--- src/rtl/imod_pkg.sv ---
package imod_pkg;
    typedef enum logic [1:0] {BAND_A, BAND_B, BAND_C, BAND_D} band_e;
    typedef enum logic [1:0] {T_OFF, T_QUIET, T_BUSY} tstate_e;
endpackage

--- src/rtl/imod_band_sel.sv ---
module imod_band_sel
    import imod_pkg::*;
#(
    parameter int PCT_W = 7,
    parameter int CNT_W = 16
) (
    input  logic [PCT_W-1:0] util_pct,
    input  logic [PCT_W-1:0] lim_a,
    input  logic [PCT_W-1:0] lim_b,
    input  logic [PCT_W-1:0] lim_c,
    input  logic [CNT_W-1:0] thr_a,
    input  logic [CNT_W-1:0] thr_b,
    input  logic [CNT_W-1:0] thr_c,
    input  logic [CNT_W-1:0] thr_d,
    output band_e            band,
    output logic [CNT_W-1:0] thr
);
    // Ascending priority: first limit not exceeded wins.
    always_comb begin
        if (util_pct <= lim_a)      band = BAND_A;
        else if (util_pct <= lim_b) band = BAND_B;
        else if (util_pct <= lim_c) band = BAND_C;
        else                        band = BAND_D;
    end

    always_comb begin
        unique case (band)
            BAND_A:  thr = thr_a;
            BAND_B:  thr = thr_b;
            BAND_C:  thr = thr_c;
            default: thr = thr_d;
        endcase
    end
endmodule

--- src/rtl/imod_frame_cnt.sv ---
module imod_frame_cnt #(
    parameter int CNT_W = 16
) (
    input  logic             clk,
    input  logic             rst_n,
    input  logic             enable,
    input  logic             frame_done,
    input  logic [CNT_W-1:0] thr,
    input  logic             tmr_fire,
    output logic             hit
);
    localparam int SUM_W = CNT_W + 1;

    logic [CNT_W-1:0] cnt_q;
    logic [SUM_W-1:0] sum;

    assign sum = {1'b0, cnt_q} + SUM_W'(1);
    assign hit = enable && frame_done && (sum >= {1'b0, thr});

    always_ff @(posedge clk or negedge rst_n) begin
        if (!rst_n) begin
            cnt_q <= '0;
        end else if (!enable || hit || tmr_fire) begin
            cnt_q <= '0;
        end else if (frame_done && !sum[CNT_W]) begin
            cnt_q <= sum[CNT_W-1:0];
        end
    end
endmodule

--- src/rtl/imod_timer.sv ---
module imod_timer
    import imod_pkg::*;
#(
    parameter int TMR_W = 16
) (
    input  logic             clk,
    input  logic             rst_n,
    input  logic             enable,
    input  logic             us_tick,
    input  logic [TMR_W-1:0] interval,
    input  logic             continuous,
    input  logic             auto_cancel,
    input  logic             frame_done,
    input  logic             util_hit,
    output logic             fire
);
    localparam int SUM_W = TMR_W + 1;

    tstate_e          state_q, state_d;
    logic [TMR_W-1:0] tick_q;
    logic [SUM_W-1:0] tick_sum;
    logic             run, expire, cancel, restart;

    assign run      = enable && (interval != '0);
    assign tick_sum = {1'b0, tick_q} + SUM_W'(1);
    assign expire   = (state_q != T_OFF) && us_tick && (tick_sum >= {1'b0, interval});
    assign cancel   = (state_q != T_OFF) && auto_cancel && util_hit;
    assign restart  = expire || cancel;
    assign fire     = run && expire && !cancel &&
                      (continuous || state_q == T_BUSY || frame_done);

    always_comb begin
        state_d = state_q;
        if (!run) begin
            state_d = T_OFF;                         // halt
        end else begin
            unique case (state_q)
                T_OFF:   state_d = T_QUIET;          // arm
                T_QUIET: if (restart)         state_d = T_QUIET;
                         else if (frame_done) state_d = T_BUSY;  // traffic
                T_BUSY:  if (restart)         state_d = T_QUIET; // expire / cancel
                default: state_d = T_OFF;
            endcase
        end
    end

    always_ff @(posedge clk or negedge rst_n) begin
        if (!rst_n) state_q <= T_OFF;
        else        state_q <= state_d;
    end

    always_ff @(posedge clk or negedge rst_n) begin
        if (!rst_n)                            tick_q <= '0;
        else if (state_q == T_OFF || !run || restart) tick_q <= '0;
        else if (us_tick)                      tick_q <= tick_sum[TMR_W-1:0];
    end
endmodule

--- src/rtl/intr_moderator.sv ---
module intr_moderator
    import imod_pkg::*;
#(
    parameter int PCT_W = 7,
    parameter int CNT_W = 16,
    parameter int TMR_W = 16
) (
    input  logic             clk,
    input  logic             rst_n,
    input  logic             enable,
    input  logic             frame_done,
    input  logic [PCT_W-1:0] util_pct,
    input  logic             us_tick,
    input  logic [PCT_W-1:0] lim_a,
    input  logic [PCT_W-1:0] lim_b,
    input  logic [PCT_W-1:0] lim_c,
    input  logic [CNT_W-1:0] thr_a,
    input  logic [CNT_W-1:0] thr_b,
    input  logic [CNT_W-1:0] thr_c,
    input  logic [CNT_W-1:0] thr_d,
    input  logic [TMR_W-1:0] interval,
    input  logic             continuous,
    input  logic             auto_cancel,
    output logic             util_irq,
    output logic             timer_irq
);
    band_e            band;
    logic [CNT_W-1:0] thr;
    logic             hit, tfire;

    imod_band_sel #(.PCT_W(PCT_W), .CNT_W(CNT_W)) u_band (
        .util_pct(util_pct), .lim_a(lim_a), .lim_b(lim_b), .lim_c(lim_c),
        .thr_a(thr_a), .thr_b(thr_b), .thr_c(thr_c), .thr_d(thr_d),
        .band(band), .thr(thr)
    );

    imod_frame_cnt #(.CNT_W(CNT_W)) u_cnt (
        .clk(clk), .rst_n(rst_n), .enable(enable), .frame_done(frame_done),
        .thr(thr), .tmr_fire(tfire), .hit(hit)
    );

    imod_timer #(.TMR_W(TMR_W)) u_tmr (
        .clk(clk), .rst_n(rst_n), .enable(enable), .us_tick(us_tick),
        .interval(interval), .continuous(continuous), .auto_cancel(auto_cancel),
        .frame_done(frame_done), .util_hit(hit), .fire(tfire)
    );

    // Output register process.
    always_ff @(posedge clk or negedge rst_n) begin
        if (!rst_n) begin
            util_irq  <= 1'b0;
            timer_irq <= 1'b0;
        end else if (!enable) begin
            util_irq  <= 1'b0;
            timer_irq <= 1'b0;
        end else begin
            util_irq  <= hit;
            timer_irq <= tfire;
        end
    end
endmodule

--- config.mk ---
export PLATFORM = sky130hd
export DESIGN_NAME = intr_moderator
export DESIGN_NICKNAME = d
export VERILOG_FILES = /design/src/rtl/imod_pkg.sv /design/src/rtl/imod_band_sel.sv /design/src/rtl/imod_frame_cnt.sv /design/src/rtl/imod_timer.sv /design/src/rtl/intr_moderator.sv
export SDC_FILE = /design/constraint.sdc
export NUM_CORES = 1
export LEC_CHECK = 0
export ABC_AREA = 1
export CORE_ASPECT_RATIO = 0.7
export CORE_MARGIN = 5
export CORE_UTILIZATION = 30
export DETAILED_ROUTE_END_ITERATION = 10
export GPL_TIMING_DRIVEN = 0
export PLACE_DENSITY = 0.5
export SYNTH_ARGS = -nofsm -noshare
export SYNTH_HDL_FRONTEND = slang
export SYNTH_SLANG_ARGS = --single-unit
--- constraint.sdc ---
create_clock -name clk -period 4.9 [get_ports clk]
set_input_delay 0.98 -clock clk [delete_from_list [all_inputs] [get_ports clk]]
set_output_delay 0.98 -clock clk [all_outputs]
set_load 0.05 [all_outputs]
==> results.ini, run 1 <==
[cts]
htree_levels=2
root_buffer=clkbuf_16
ctsLongestPathBuffers=2
clk_pin_slew_ns=0.05
ctsHoldBuffers=0
clock_latency_ns=0.29
cts_tree=done
cts_sinks=36
numCtsBuffers=5

[setup_path]
critical-path-top-delay-family=simple AND/OR/NAND/NOR gates
crit_fanout=15
end_kind=flop
start_kind=primary input
crit_chain=clkdlybuf4s50_1 -> ha_1 -> nand2_1 -> o21ai_0 -> nand2_1 -> o211ai_1 -> nand2_4 -> clkinvlp_4 -> buf_4 -> buf_4 -> nand3_1 -> nand4_1 -> o21ai_0 -> ha_1 -> inv_1 -> nor3_1 -> nand4_1 -> inv_1 -> nand3b_1 -> nand3_1 -> nand2_1 -> nand3_4 -> buf_6 -> nor2_1
crit_top_cell=nand2_1
crit_arrival_ns=4.69
critical_path_class=in2reg
crit_slowest_cell=clkdlybuf4s50_1
worst-path-buf-inv=7
slowest_delay_ns=0.46
cp_data_required_time_ns=5.07

[place]
place_area_sq_um=5590
io_buffer_count=115
place.gp.congestion=0.872
hpwl_mm=11.0

[synthesis]
synth_edf_count=0
synthesis.nets=795
synth_cells=625
yosysMostFrequentCell=nand2_1
synth_area_leaders=dfrtp_1, ha_1, nand2_1, inv_1, nand4_1
synth.avg_cell_area_sq_um=6.74
synth_area_leader_cell=dfrtp_1
async_reset_ff_share_pct=100
synth.cell_area_sq_um=4210
ys_types=40
ys.flop_type=dfrtp_1
ys_seq_elements=36
synth_common_cells=nand2_1, inv_1, ha_1, a21oi_1, nor2_1
synth_top_area_share_pct=21.4
synth_warnings=0
ys_seq_area_share_pct=21.4

[routing]
drc=0
dr_total_vias=4411
drtIter0Drc=178
drt_pass1_iterations=5
post_drt_wl_per_cell_um=13.6
wl_mm=12.9
route.antenna.remaining_nets=0
vias_per_cell=4.67

[pwr]
power.clock.fraction_pct=34.7
ir_drop_mv=0.125
netSwitchingFraction_pct=31.1
seq_power_share_pct=29.6
p_sw_mw=0.330
combPwrFrac_pct=35.8
powerDensity_nw_per_um2=181
internal_power_mw=0.731
p_leak_nw=2.87

[finish]
multi_input_area_sq_um=2850
nFillCells=1472
antennaDiodeCount=0
fin_nets=923
post-route-util_pct=42.5
drive_gt1_share_pct=8.62
syn_to_final_growth_pct=39.5
seqCellArea_sq_um=901
final_cell_area_sq_um=5870

[sta]
finalSetupViolCount=0
skew_ns=0.00552
timing_hold_violations_final=0
fin_crit_sh_pct=92.1
fmax_ghz=0.221
finalCriticalPeriod_ns=4.51
worst_pin_slew_ns=0.816
relSlewSlack_pct=45.6
slew_viol_final=0

[floorplan]
start_util_pct=30.4
ios=117
num_rows=36
die_w_um=152
core_sq_um=13800
die-area_sq_um=16500
die_h_um=109

[global_routing]
grt_remaining_overflow=0
grt_max_degree=37
grt_usage_pct=15.2
antenna_found_initial=0
grt_pass1_vias=4170
grt_pass1_wl_mm=20.4

[job]
maxCapViolCount=0

[run_status]
outcome=finished, final reports clean

[min_path]
hp-class=reg2reg

[worst reg2reg max path, delay by kind of cell, from the launching register on]
kind          cells  cell delay [ns]
buf+inv           1             0.20
xor+xnor          1             0.20
simple gates     12             2.00
fa+ha+maj         2             0.58
flops             1             0.45
[timing repair]
item / CTS / global route
buffers inserted: 0 / 7
setup endpoints to repair: 20 / 36
pin swaps: 1 / 6
resized for setup: 4 / 20
[metrics by stage]
| step | setup WS [ns] | power [mW] | TNS, ns | instances | hold slack [ns] |
|---|---|---|---|---|---|
| finish | 0.385 | 1.06 | 0 | 944 | 0.576 |
| global route | -0.0427 | 1.13 | -0.161 | 944 | 0.597 |
| CTS | 0.0654 | 1.06 | 0 | 937 | 0.579 |
| detailed placement | -0.410 | 0.677 | -10.86 | 930 | 0.558 |
| global placement | -0.426 | 0.670 | -12.14 | 930 | 0.556 |
| floorplan | 1.03 | 0.511 | 0 | 625 | 0.530 |
[layout by cell type, fill, tap and decap left out, types with 4 or more instances in the layout]
master / count
clkbuf_1: 5
nand3_2: 7
clkbuf_2: 4
o211ai_1: 4
buf_4: 7
nand2_1: 150
clkbuf_16: 5
nor3_1: 7
nor2_1: 37
xnor2_1: 5
nand4_1: 33
inv_1: 106
o21ai_0: 30
nand3_1: 34
a21oi_1: 39
clkdlybuf4s50_1: 114
buf_2: 5
ha_1: 54
dfrtp_1: 36
xor2_1: 14
nor4_1: 4
a21oi_2: 10
nand2_2: 4
[final timing paths]
check,to,depth (start not counted),start,slack [ns]
worst max-delay path,u_cnt.cnt_q[0],24,util_pct[2],0.39
worst min-delay path,u_tmr.tick_q[9],2,u_tmr.tick_q[9],0.58
worst max register to register,u_cnt.cnt_q[0],16,u_tmr.tick_q[0],1.39
worst min register to register,u_tmr.tick_q[9],2,u_tmr.tick_q[9],0.58
max in group asynchronous,u_tmr.tick_q[6],1,rst_n,3.59
min in group asynchronous,util_irq,1,rst_n,0.79
[cell families (layout without fill, tap and decap cells)]
logic type,count (synthesis),after routing,share of synthesized area [%]
AO/OA/AOI/OAI,96,96,13.2
XOR/XNOR,20,20,4.34
AND/OR/NAND/NOR,292,292,33.0
flip-flops,36,36,21.4
buffers and inverters,126,255,11.7
adder cells (fa/ha/maj),55,55,16.3
[power by group through the flow]
| stage | registers, mW | clock network [mW] | logic [mW] |
|---|---|---|---|
| after floorplan | 0.317 | 0 | 0.194 |
| after CTS | 0.313 | 0.380 | 0.362 |
| after global placement | 0.319 | 0 | 0.352 |
| after global routing | 0.315 | 0.392 | 0.427 |
| after detailed placement | 0.319 | 0 | 0.358 |
| final | 0.314 | 0.367 | 0.379 |
[metal layers]
metal	up-vias	routed length, um	global-route usage [%]
li1	2322	-	-
met5	-	0	0
met1	2023	6760	23.8
met4	0	45	1.73
met2	61	5640	22.5
met3	5	413	2.41
[flip-flops by register name (all words and copies together), names as in the netlist]
signal / cells
u_cnt.cnt_q: 16
u_tmr.tick_q: 16
u_tmr.state_q: 2
timer_irq: 1
util_irq: 1
[cell type report]
cell class | count | area share, %
multi-input combinational | 463 | 48.6
timing repair buffer | 122 | 20.6
sequential | 36 | 15.3
inverter | 110 | 7.10
tap | 190 | 4.05
clock buffer | 6 | 2.19
buffer | 15 | 1.51
clock inverter | 2 | 0.597
Power figures use the tool's default switching activity.
==> inputs of run 2 (changes only) <==
==> constraint.sdc (replaced) <==
create_clock -name clk -period 4.9 [get_ports clk]
set_input_delay 0.49 -clock clk [delete_from_list [all_inputs] [get_ports clk]]
set_output_delay 0.49 -clock clk [all_outputs]
set_load 0.05 [all_outputs]
==> results.ini, run 2 (synthesis results as in run 1) <==
[cts]
htree_levels=2  ; unchanged
clk_pin_slew_ns=0.06  ; about the same
root_buffer=clkbuf_16
cts_sinks=36  ; unchanged
ctsLongestPathBuffers=2  ; unchanged
numCtsBuffers=5  ; unchanged
cts_tree=done
clock_latency_ns=0.29  ; about the same

[place]
dp_cells=930  ; unchanged
io_buffer_count=115  ; unchanged
place.gp.congestion=0.872  ; unchanged
hpwl_mm=11.0  ; unchanged

[global_routing]
grt_max_degree=37  ; unchanged
antenna_found_initial=0  ; unchanged
grt_remaining_overflow=0  ; unchanged
grt_pass1_vias=4178  ; +0.19%
grt_pass1_wl_mm=20.4  ; +0.27%
grt_usage_pct=15.3  ; +0.044 points

[pwr]
seq_power_share_pct=30.2  ; +0.6 points
powerDensity_nw_per_um2=180  ; -0.19%
p_sw_mw=0.325  ; -1.5%
p_leak_nw=2.82  ; -1.6%
ir_drop_mv=0.124  ; -0.39%
combPwrFrac_pct=34.5  ; -1.3 points
internal_power_mw=0.715  ; -2.1%
netSwitchingFraction_pct=31.3  ; +0.15 points
finalPower_mw=1.04  ; -1.9%
power.clock.fraction_pct=35.4  ; +0.7 points

[sta]
grt_setup_unrepaired=false
relSlewSlack_pct=45.5  ; -0.11 points
skew_ns=0.00617  ; +0.000653 ns
whs_ns=0.297  ; -0.279 ns
timing_hold_violations_final=0  ; unchanged
fmax_ghz=0.230  ; +3.8%
fin_crit_sh_pct=88.8  ; -3.3 points
slew_viol_final=0  ; unchanged
setup_tns_ns=0  ; unchanged
finalCriticalPeriod_ns=4.35  ; -0.164 ns
finalSetupViolCount=0  ; unchanged
worst_pin_slew_ns=0.817  ; +0.00166 ns

[setup_path]
start_kind=primary input
end_kind=flop
crit_chain=clkdlybuf4s50_1 -> ha_1 -> nand4_1 -> a21oi_1 -> o22ai_4 -> nor2_4 -> nand2_1 -> clkbuf_1 -> nand4_1 -> o21ai_0 -> ha_1 -> inv_1 -> nor3_1 -> nand4_1 -> inv_1 -> nand3b_1 -> nand3_1 -> nand2_1 -> nand3_4 -> buf_6 -> nor2_1
cp_data_required_time_ns=5.07  ; about the same
slowest_delay_ns=0.48  ; +0.02 ns
crit_slowest_cell=clkdlybuf4s50_1
crit_fanout=10  ; -5
worst-path-buf-inv=5  ; -2
critical-path-top-delay-family=simple AND/OR/NAND/NOR gates
crit_top_cell=nand4_1
crit_arrival_ns=4.52  ; -0.17 ns
critical_path_class=in2reg

[floorplan]
die_h_um=109  ; unchanged
die-area_sq_um=16500  ; unchanged
die_w_um=152  ; unchanged
num_rows=36  ; unchanged
start_util_pct=30.4  ; unchanged
core_sq_um=13800  ; unchanged
ios=117  ; unchanged

[routing]
drtIter0Drc=175  ; -1.7%
vias_per_cell=4.65  ; -0.39%
drc=0  ; unchanged
route.antenna.remaining_nets=0  ; unchanged
post_drt_wl_per_cell_um=13.6  ; -0.26%
drt_pass1_iterations=4  ; -1
dr_total_vias=4361  ; -1.1%
wl_mm=12.7  ; -1.0%

[finish]
layout_common_cells=nand2_1, clkdlybuf4s50_1, inv_1
largestRegisters=u_cnt.cnt_q (16), u_tmr.tick_q (16), u_tmr.state_q (2)
layout_commonest_cell=nand2_1
syn_to_final_growth_pct=37.0
antennaDiodeCount=0  ; unchanged
stdcell_count=937  ; -0.74%
drive_gt1_share_pct=6.69  ; -1.9 points
fin_nets=916  ; -0.76%

[run_status]
outcome=finished, final reports clean

[job]
maxCapViolCount=0  ; unchanged

[min_path]
hp-class=in2async

-- run 2: changes by cell type in the layout (fill, tap and decap cells not counted), sizes merged --
| cell | before | now |
|---|---|---|
| buf | 15 | 6 |
| clkbuf | 14 | 16 |
| clkinvlp | 1 | 0 |
| inv | 108 | 109 |
-- run 2: final cells by class --
cell class                 instances  area (sq um)
buffer                            15          76.3
clock buffer                       6           129
clock inverter                     2          35.0
fill                            1480          8060
inverter                         110           413
multi-input combinational        463          2830
sequential                        36           901
tap                              190           238
timing repair buffer             115          1150
-- run 2: power by group through the flow --
stage	clock network (mW)	registers, mW	logic [mW]
2_1_floorplan	0	0.317	0.194
3_3_place_gp	0	0.319	0.352
3_5_place_dp	0	0.319	0.358
4_1_cts	0.380	0.313	0.360
5_1_grt	0.392	0.315	0.406
6_report	0.368	0.314	0.359
-- run 2: worst paths after layout --
kind / startpoint / to / slack, ns / cells past startpoint
max: util_pct[6] / u_cnt.cnt_q[0] / 0.55 / 21
min: rst_n / util_irq / 0.30 / 1
max reg2reg: u_tmr.tick_q[0] / u_cnt.cnt_q[0] / 1.39 / 16
min reg2reg: u_cnt.cnt_q[8] / u_cnt.cnt_q[8] / 0.58 / 2
max in group asynchronous: rst_n / u_tmr.tick_q[6] / 4.08 / 1
min in group clk: u_cnt.cnt_q[8] / u_cnt.cnt_q[8] / 0.58 / 2
-- run 2: metrics by stage --
| step | utilization [%] | setup WS (ns) | area, sq um |
|---|---|---|---|
| 2_1_floorplan | - | 1.52 | 4210 |
| 3_3_place_gp | 40.5 | 0.0638 | 5600 |
| 3_5_place_dp | 40.5 | 0.0804 | 5590 |
| 4_1_cts | 41.6 | 0.365 | 5760 |
| 5_1_grt | 41.7 | 0.0183 | 5770 |
| 6_report | 41.7 | 0.549 | 5770 |
-- run 2: repair_timing --
action / CTS / global route
hold buffers: 0 / 0
endpoints found under the setup margin: 0 / 32
resized for setup: 0 / 3
setup buffers: 0 / 0
-- run 2: layer usage --
| layer | part of all wire, % | track usage (%) | wire length [um] |
|---|---|---|---|
| met1 | 53 | 23.8 | 6730 |
| met2 | 44 | 22.7 | 5550 |
| met3 | 3.2 | 2.41 | 404 |
| met4 | 0.35 | 1.73 | 45 |
| met5 | 0 | 0 | 0 |
==> inputs of run 3 (changes only) <==
- CORE_UTILIZATION: 30 -> 54
- CTS_CLUSTER_DIAMETER: unset -> 30
- PLACE_DENSITY: 0.5 -> 0.85
==> results.ini, run 3 (synthesis results as in run 1) <==
[routing]
drt_pass1_iterations=5  ; +1
drtIter0Drc=364  ; +110%
route.antenna.remaining_nets=0  ; unchanged
drc=0  ; unchanged
wl_mm=12.2  ; -3.9%
vias_per_cell=5.41  ; +16%
post_drt_wl_per_cell_um=14.5  ; +6.4%
dr_total_vias=4581  ; +5.0%

[floorplan]
die-area_sq_um=9690  ; -41%
core_sq_um=7450  ; -46%
num_rows=26  ; -28%
die_h_um=83.9  ; -23%
start_util_pct=56.5  ; +26 points
die_w_um=116  ; -24%
ios=117  ; unchanged

[finish]
layout_commonest_cell=nand2_1
antennaDiodeCount=0  ; unchanged
largestRegisters=u_cnt.cnt_q (16), u_tmr.tick_q (16), u_tmr.state_q (2)
drive_gt1_share_pct=6.42  ; -0.28 points
layout_common_cells=nand2_1, clkdlybuf4s50_1, inv_1
fin_nets=917  ; +0.11%
syn_to_final_growth_pct=32.4
post-route-util_pct=74.8  ; +33 points

[place]
io_buffer_count=115  ; unchanged
hpwl_mm=10.3  ; -6.5%
place.gp.congestion=0.941  ; +8.0%

[setup_path]
startpoint=util_pct[2]
crit_arrival_ns=4.82  ; +0.30 ns
r2r-start=u_tmr.tick_q[0]
end_kind=flop
cp_data_required_time_ns=5.09  ; +0.02 ns
worst_r2r_path_depth=16  ; unchanged
start_kind=primary input
critical_path_class=in2reg
crit_fanout=10  ; unchanged

[sta]
skew_ns=0.0166  ; +0.0104 ns
setup_tns_ns=0  ; unchanged
finalSetupViolCount=0  ; unchanged
worst_pin_slew_ns=0.830  ; +0.0126 ns
slew_viol_final=0  ; unchanged
fmax_ghz=0.216  ; -6.2%
relSlewSlack_pct=44.7  ; -0.84 points
grt_setup_unrepaired=false
fin_crit_sh_pct=94.6  ; +5.8 points
timing_hold_violations_final=0  ; unchanged
finalCriticalPeriod_ns=4.64  ; +0.286 ns

[cts]
ctsHoldBuffers=0  ; unchanged
root_buffer=clkbuf_8
clock_latency_ns=0.30  ; about the same
htree_levels=2  ; unchanged
ctsLongestPathBuffers=2  ; unchanged
cts_tree=done
cts_sinks=36  ; unchanged
numCtsBuffers=5  ; unchanged
clk_pin_slew_ns=0.08  ; +0.02 ns

[global_routing]
grt_pass1_wl_mm=20.8  ; +1.7%
grt_usage_pct=25.8  ; +11 points
grt_max_degree=37  ; unchanged
grt_pass1_vias=4617  ; +11%
antenna_found_initial=0  ; unchanged
grt_remaining_overflow=0  ; unchanged

[min_path]
hp-class=in2async

[pwr]
p_leak_nw=2.79  ; -1.3%
finalPower_mw=0.901  ; -13%
powerDensity_nw_per_um2=162  ; -10%
ir_drop_mv=0.192  ; +54%

[run_status]
outcome=finished, final reports clean

[job]
maxCapViolCount=0  ; unchanged

==> run 3: final timing paths <==
check | endpoint | slack, ns
max in group asynchronous | u_tmr.tick_q[5] | 4.08
hold reg to reg | u_tmr.tick_q[15] | 0.57
min in group clk | u_tmr.tick_q[15] | 0.57
setup reg to reg | u_cnt.cnt_q[0] | 1.35
hold / removal | u_cnt.cnt_q[14] | 0.28
setup / recovery | u_cnt.cnt_q[0] | 0.26
==> run 3: final cells by class <==
| type | instances | area [sq um] |
|---|---|---|
| multi-input cells | 463 | 2820 |
| fillers | 585 | 1880 |
| repair buffers | 115 | 1150 |
| flip-flops and latches | 36 | 901 |
| inverters | 110 | 413 |
| well taps | 98 | 123 |
| clock buffers | 8 | 90.1 |
| plain buffers | 16 | 80.1 |
==> run 3: metrics by stage <==
stage	setup WS [ns]	hold slack [ns]	cells	instance area [sq um]
2_1_floorplan	1.52	0.194	625	4210
3_3_place_gp	0.298	0.546	838	5480
3_5_place_dp	0.0903	0.567	838	5480
4_1_cts	0.403	0.304	846	5570
5_1_grt	0.000885	0.339	846	5570
6_report	0.263	0.282	846	5570
==> run 3: per-layer routing <==
metal | track usage (%) | up-vias | wire length, um
met2 | 41.3 | 145 | 5750
met5 | 0 | - | 0
met4 | 5.76 | 0 | 193
met1 | 35.2 | 2104 | 5560
met3 | 5.94 | 27 | 727
li1 | - | 2305 | -
==> run 3: what timing repair did <==
item | in CTS | in global routing
setup endpoints to repair | 0 | 3
gates resized for setup | 0 | 1
buffers inserted | 0 | 0
==> run 3: where the power goes <==
part	switching [mW]	internal, mW
combinational	0.189	0.171
clock	0.113	0.115
sequential	0.00885	0.304
total	0.311	0.590
==> run 3: critical path: stages <==
cell	delay (ns)
clkdlybuf4s50_1	0.48
ha_1	0.36
nand2_1	0.05
o21ai_0	0.14
nand2_1	0.06
o211ai_1	0.08
nand2_1	0.31
inv_1	0.31
clkbuf_1	0.42
nand3_1	0.14
nand3_1	0.11
o21ai_0	0.12
ha_1	0.35
inv_1	0.05
nor3_1	0.27
nand4_1	0.17
inv_1	0.09
nand3b_1	0.08
nand3_1	0.16
nand2_1	0.13
nand3_4	0.17
buf_6	0.19
nor2_1	0.05
